$ cat src/rtl/win_dec_pkg.sv
// Package win_dec_pkg
// Shared types and constants for the address window decoder.
// Assumes: byte lanes are 8 bits wide.
package win_dec_pkg;
    localparam int LANE_W = 8;

    typedef enum logic {
        MODE_A24 = 1'b0,
        MODE_A32 = 1'b1
    } addr_mode_e;
endpackage

$ cat src/rtl/win_ofs_reg.sv
// Module win_ofs_reg
// Holds the base offset, which is written one byte lane at a time.
// Hard reset clears the offset. Soft reset keeps it and blocks writes.
// Assumes: W is a multiple of the lane width, and both resets are synchronous and active-low.
module win_ofs_reg
    import win_dec_pkg::*;
#(
    parameter int W = 16,
    localparam int LANES = W / LANE_W
) (
    input  logic             clk,
    input  logic             hrst_n,
    input  logic             srst_n,
    input  logic             wr_en,
    input  logic [LANES-1:0] be,
    input  logic [W-1:0]     wdata,
    output logic [W-1:0]     q
);
    // One register slice for each byte lane.
    for (genvar g = 0; g < LANES; g++) begin : g_lane
        // Purpose: clear on hard reset; load the lane when written outside soft reset.
        always_ff @(posedge clk) begin
            if (!hrst_n)
                q[g*LANE_W +: LANE_W] <= '0;
            else if (srst_n && wr_en && be[g])
                q[g*LANE_W +: LANE_W] <= wdata[g*LANE_W +: LANE_W];
        end
    end
endmodule

$ cat src/rtl/win_mask_gen.sv
// Module win_mask_gen
// Turns the size code into a thermometer mask over the offset bits.
// A mask bit is set when its index is at least W-1-size.
// Assumes: 2**SIZE_W does not exceed W.
module win_mask_gen #(
    parameter int W      = 16,
    parameter int SIZE_W = 4
) (
    input  logic [SIZE_W-1:0] size,
    output logic [W-1:0]      mask
);
    // Purpose: enable the size+1 upper bits of the mask.
    always_comb begin
        for (int i = 0; i < W; i++)
            mask[i] = (i >= (W - 1 - int'(size)));
    end
endmodule

$ cat src/rtl/win_addr_align.sv
// Module win_addr_align
// Takes from the address bus the W lines that the offset lines up with in the chosen mode.
// Assumes: LO_LSB + W and HI_LSB + W are no larger than ADDR_W.
module win_addr_align
    import win_dec_pkg::*;
#(
    parameter int ADDR_W = 32,
    parameter int W      = 16,
    parameter int LO_LSB = 8,
    parameter int HI_LSB = 16
) (
    input  addr_mode_e        mode,
    input  logic [ADDR_W-1:0] addr,
    output logic [W-1:0]      field
);
    logic [ADDR_W-1:0] shifted;

    // Purpose: shift the chosen slice down to bit 0 and keep W bits.
    always_comb begin
        shifted = (mode == MODE_A32) ? (addr >> HI_LSB) : (addr >> LO_LSB);
        field   = shifted[W-1:0];
    end
endmodule

$ cat src/rtl/win_compare.sv
// Module win_compare
// Compares the masked address field with the masked offset and qualifies the result.
// Assumes: all inputs are stable within the cycle; the output is purely combinational.
module win_compare #(
    parameter int W = 16
) (
    input  logic [W-1:0] field,
    input  logic [W-1:0] ofs,
    input  logic [W-1:0] mask,
    input  logic         valid,
    output logic         hit
);
    // Purpose: report a hit when no enabled bit differs and the address is valid.
    always_comb begin
        hit = valid && (((field ^ ofs) & mask) == '0);
    end
endmodule

$ cat src/rtl/win_decoder.sv
// Module win_decoder (top)
// Holds the base-offset register on the configuration bus and decodes bus addresses
// against it. The window size comes from a run-time size code.
// Assumes: one register address is decoded; any other address reads zero and cannot be written.
module win_decoder
    import win_dec_pkg::*;
#(
    parameter int              OFS_W    = 16,
    parameter int              ADDR_W   = 32,
    parameter int              CFG_AW   = 6,
    parameter logic [CFG_AW-1:0] REG_ADDR = 6'h06,
    parameter int              SIZE_W   = 4,
    parameter int              A24_LSB  = 8,
    parameter int              A32_LSB  = 16,
    localparam int             LANES    = OFS_W / LANE_W
) (
    input  logic              clk,
    input  logic              hrst_n,
    input  logic              srst_n,
    input  logic              cfg_wr,
    input  logic [CFG_AW-1:0] cfg_addr,
    input  logic [LANES-1:0]  cfg_be,
    input  logic [OFS_W-1:0]  cfg_wdata,
    output logic [OFS_W-1:0]  cfg_rdata,
    input  logic              mode_a32,
    input  logic [SIZE_W-1:0] size_code,
    input  logic [ADDR_W-1:0] bus_addr,
    input  logic              addr_valid,
    output logic              hit
);
    logic             reg_sel;
    logic             wr_en;
    logic [OFS_W-1:0] ofs_q;
    logic [OFS_W-1:0] cmp_mask;
    logic [OFS_W-1:0] addr_field;
    addr_mode_e       mode;

    // Purpose: decode the register address and the write strobe.
    always_comb begin
        reg_sel = (cfg_addr == REG_ADDR);
        wr_en   = cfg_wr && reg_sel;
        mode    = addr_mode_e'(mode_a32);
    end

    // Purpose: drive the readback mux.
    always_comb begin
        cfg_rdata = reg_sel ? ofs_q : '0;
    end

    win_ofs_reg #(.W(OFS_W)) u_reg (
        .clk    (clk),
        .hrst_n (hrst_n),
        .srst_n (srst_n),
        .wr_en  (wr_en),
        .be     (cfg_be),
        .wdata  (cfg_wdata),
        .q      (ofs_q)
    );

    win_mask_gen #(.W(OFS_W), .SIZE_W(SIZE_W)) u_mask (
        .size (size_code),
        .mask (cmp_mask)
    );

    win_addr_align #(
        .ADDR_W (ADDR_W),
        .W      (OFS_W),
        .LO_LSB (A24_LSB),
        .HI_LSB (A32_LSB)
    ) u_align (
        .mode  (mode),
        .addr  (bus_addr),
        .field (addr_field)
    );

    win_compare #(.W(OFS_W)) u_cmp (
        .field (addr_field),
        .ofs   (ofs_q),
        .mask  (cmp_mask),
        .valid (addr_valid),
        .hit   (hit)
    );
endmodule

$ cat config.mk
export PLATFORM = sky130hd
export DESIGN_NAME = win_decoder
export DESIGN_NICKNAME = d
export VERILOG_FILES = /design/src/rtl/win_dec_pkg.sv /design/src/rtl/win_ofs_reg.sv /design/src/rtl/win_mask_gen.sv /design/src/rtl/win_addr_align.sv /design/src/rtl/win_compare.sv /design/src/rtl/win_decoder.sv
export SDC_FILE = /design/constraint.sdc
export NUM_CORES = 1
export LEC_CHECK = 0
export BUFFER_PORTS_ARGS = -buffer_cell sky130_fd_sc_hd__buf_2
export CORE_MARGIN = 2
export CORE_UTILIZATION = 30
export CTS_BUF_LIST = sky130_fd_sc_hd__clkbuf_2 sky130_fd_sc_hd__clkbuf_4 sky130_fd_sc_hd__clkbuf_8
export DETAILED_ROUTE_END_ITERATION = 10
export SLEW_MARGIN = 25
export SYNTH_ARGS = -nofsm -noshare
export SYNTH_HDL_FRONTEND = slang
export SYNTH_SLANG_ARGS = --single-unit
$ cat constraint.sdc
create_clock -name clk -period 5.16 [get_ports clk]
set_clock_uncertainty 0.2 [all_clocks]
set_input_delay 0.774 -clock clk [delete_from_list [all_inputs] [get_ports clk]]
set_output_delay 0.774 -clock clk [all_outputs]
set_load 0.02 [all_outputs]
Yosys cells after proc, flatten, opt, wreduce, memory -nomap -nowiden
Cells that the tools add are included.
{ "word_totals": {"reg_bits": 16, "inputBits": 66, "output_inout_bits": 17} }
{ "op_classes": {"add_sub_neg": 1, "magnitude_cmp": 16, "eq_ne": 1, "n_mux": 2, "n_bitwise": 2, "reduce_logical": 6} }
{ "op_table": {"columns": ["operator", "n"], "rows": [
  ["5-bit >= comparator (first input constant)", 8],
  ["16-bit two-way mux", 2],
  ["4-bit by 5-bit >= comparator with 1-bit output (first input constant)", 4],
  ["16-bit bitwise AND", 1],
  ["16-bit logical NOT", 1],
  ["16-bit bitwise XOR", 1],
  ["3-bit by 5-bit >= comparator with 1-bit output (first input constant)", 2],
  ["6-bit by 3-bit == test with 1-bit output (second input constant)", 1],
  ["1-bit by 5-bit >= comparator with 1-bit output (first input constant)", 1],
  ["2-bit by 5-bit >= comparator with 1-bit output (first input constant)", 1],
  ["1-bit logical AND", 5],
  ["4-bit by 4-bit subtractor with 5-bit output (first input constant)", 1]
]} }

Depth between registers and ports, before layout
{ "depth": {"ltp_word": 5, "depth_mapped": 8, "ltp_nobuf": 6} }

Hierarchy
Synthesis repeated with hierarchy kept, for this count alone.
{ "unflattened": {"hier_cells": 163, "area_unflattened_um2": 1452.6} }
{ "modules_own_cells": {"columns": ["module", "instances", "cells_each", "area_each_um2", "seq_area_each_um2"], "rows": [
  ["win_ofs_reg", 1, 71, 669.4, 320.3],
  ["win_addr_align", 1, 18, 249.0, 0.0],
  ["win_compare", 1, 27, 225.2, 0.0],
  ["win_decoder", 1, 21, 160.2, 0.0],
  ["win_mask_gen", 1, 26, 148.9, 0.0]
]} }

Worst setup path after synthesis
No wires, ideal clock.
{ "synth_path": {"path_type": "input -> output", "from": "in mode_a32", "to": "out hit", "arrival_ns": 2.235, "setup_slack_ns": 1.951, "cell_stages": 8, "path_buffers": 2, "cell_sequence": "buf_6 buf_12 mux2i_1 xnor2_1 nor3_2 a31oi_1 or3b_1 nor3_2"} }
{ "synth_between": {"elab_chain_len": 5} }
{ "synth_rtl": {"columns": ["element", "line_no", "source"], "rows": [
  ["from (decl)", "win_decoder.sv:25", "input logic mode_a32,"],
  ["16-bit two-way mux", "win_addr_align.sv:20", "shifted = (mode == MODE_A32) ? (addr >> HI_LSB) : (addr >> LO_LSB);"],
  ["16-bit bitwise XOR", "win_compare.sv:15", "hit = valid && (((field ^ ofs) & mask) == '0);"],
  ["16-bit bitwise AND", "win_compare.sv:15", null],
  ["16-bit logical NOT", "win_compare.sv:15", null],
  ["1-bit logical AND", "win_compare.sv:15", null],
  ["to (decl)", "win_decoder.sv:29", "output logic hit"]
]} }
No other way between the ends.

Worst setup path in the final report
Same ends and word-level chain as after synthesis.

==> results_dict.tcl <==
set metrics [dict create \
    postSynthCellCount 130 \
    cap_violations 0 \
    vdd_drop_max_uv 88.5 \
    rsz0062_at_grt "no" \
    nets 270 \
    r2r_setup_slack_ns 4.29 \
    grt_pass1_vias 1102 \
    status "finished, final reports clean" \
    die_x_um 68.1 \
    crit_type "in -> out" \
    cts.clk_slew.worst_paths_ns 0.06 \
    final_common_cell "buf_2" \
    fin_crit_sh 0.699 \
    drtAntennaViolNets 0 \
    crit_top_cell "buf_2" \
    hold_viol_final 0 \
    clock_sinks 16 \
    pre_cts_slack_ns 1.53 \
    tightestPinTransition_ns 0.890 \
    rr_worst_depth 2 \
    port_buffers 74 \
    ctsHoldBuffers 0 \
    drtPass1Iterations 4 \
    place_area_sq_um 1620 \
    drv_slew 0 \
    finalWirelength_um 3200 \
    synthArstFlopShare 0 \
    worst_setup_path_start_kind "primary input" \
    synth_edf_count 0 \
    pwr_density_cell_nw_per_um2 167 \
    clockBufferDepth 2 \
    core_area_sq_um 3970 \
    endpoint_kind "output port" \
    clock-root-buffer "clkbuf_8" \
    dieArea_sq_um 4640 \
    multiInputGateArea_sq_um 856 \
    htreeDepth 1 \
    synth_cell_type_count 30 \
    setup_ws_ns 1.55 \
    final_cell_mix "buf_2, mux2i_1, and2_1, nor2b_1, dfxtp_1" \
    pin_count 83 \
    initialDrtViolationCount 63 \
    grt-ovfl-total 0 \
    cts_inserted_buffers 3 \
    initial_core_util 0.310 \
    postCtsSetupBuffers 0 \
    antenna_found_initial 0 \
    yosysSeqAreaShare 0.260 \
    whs_path_depth 2 \
    synth_flop_cell "dfxtp_1" \
    largest_reg_flops 16 \
    cts.repair.resized 0 \
    max_freq_mhz 277 \
    synth_area_per_cell_sq_um 9.48 \
    fin_crit_ns 3.61 \
    rows 23 \
    crit_slowest_cell "a2111oi_0" \
    netlist_area_sq_um 1230 \
    syn_nets 196 \
    wire_per_inst_um 12.7 \
    yosysWarnings 0 \
    drcViolationCount 0 \
    final_area_sq_um 1660 \
    top_regs "u_reg.q: 16 flops" \
    cts_tree "built" \
    viasPerCell 4.61 \
    clk_latency_ns 0.24 \
    arrival_ns 2.63 \
    cellLeakagePower_nw 0.874 \
    place_hpwl_um 2660 \
    crit_chain "buf_2, mux2i_1, xnor2_1, o21a_1, a2111oi_0, o2111ai_1, nor3_2, buf_2" \
    globalplace.congestion 0.727 \
    drive_gt1_frac 0.396 \
    setup_tns_ns 0 \
    diodes 0 \
    slowest_delay_ns 0.44 \
    relSlewSlack 0.403 \
    register_area_sq_um 320 \
    grtUsageTotal 0.143 \
    grt_pass1_wl_um 4960 \
    finalSetupViolCount 0 \
    grt_max_degree 19 \
    fin_util 0.417 \
    crit_required_ns 4.19 \
    hold_class "reg -> reg" \
    die_h_um 68.1 \
    worst-path-buf-inv 2 \
    via_count 1161 \
    critPathTopFamily "compound AO/OA/AOI/OAI gates" \
    regMostFlops "u_reg.q" \
    critical_path_depth 8 \
    cp_max_fo 16 \
    area_delta_synth_final_pct 34.5 \
    fill_cells 427 \
    total_power_w 0.000277 \
    synth-seq-cells 16 \
]
-- worst reg2reg max path, cell delays in order, from the launching register on --
cell	delay, ns
dfxtp_1	0.40
mux2i_1	0.10
nor2b_1	0.11
-- final timing paths --
path,start,endpoint
setup / recovery,mode_a32,hit
hold / removal,u_reg.q[7],u_reg.q[7]
setup reg to reg,u_reg.q[10],u_reg.q[10]
hold reg to reg,u_reg.q[7],u_reg.q[7]
-- cells in the mapped netlist (all sizes together), types with 2 or more instances --
library cell	number	area share
and2	17	0.086
buf	2	0.025
clkbuf	2	0.0061
dfxtp	16	0.26
inv	2	0.0061
mux2i	32	0.26
nand4	2	0.010
nor2b	16	0.081
nor3	3	0.024
o21a	2	0.012
o21ai	5	0.020
xnor2	14	0.099
xor2	2	0.014
-- metrics by stage --
| stage | cells | hold slack, ns |
|---|---|---|
| 3_3_place_gp | 249 | 0.337 |
| 2_1_floorplan | 130 | 0.321 |
| 6_report | 252 | 0.348 |
| 5_1_grt | 252 | 0.373 |
| 4_1_cts | 252 | 0.355 |
| 3_5_place_dp | 249 | 0.346 |
-- per-layer routing --
layer  share of wire  up-vias  track usage
met5               0        -            0
met4          0.0053        0       0.0450
met1            0.45      528        0.187
met3           0.051        2       0.0214
li1                -      603            -
met2            0.49       28        0.240
-- cell families after synthesis --
logic type	synth area share
AND/OR/NAND/NOR	0.226
multiplexers	0.260
AO/OA/AOI/OAI	0.0944
XOR/XNOR	0.114
flip-flops	0.260
buffers and inverters	0.0457
-- cell type report --
cell class / instances / share of cell area
clock buffers: 3 / 0.0249
inverters: 2 / 0.00453
multi-input cells: 107 / 0.516
repair buffers: 74 / 0.223
flip-flops and latches: 16 / 0.193
well taps: 50 / 0.0377
-- where the power goes --
part	switching (W)	total, W	internal, W
combinational	0.0000282	0.0000629	0.0000347
clock	0.0000389	0.0000905	0.0000516
sequential	0.000000142	0.000124	0.000124
total	0.0000672	0.000277	0.000210
(Power assumes the default switching activity.)
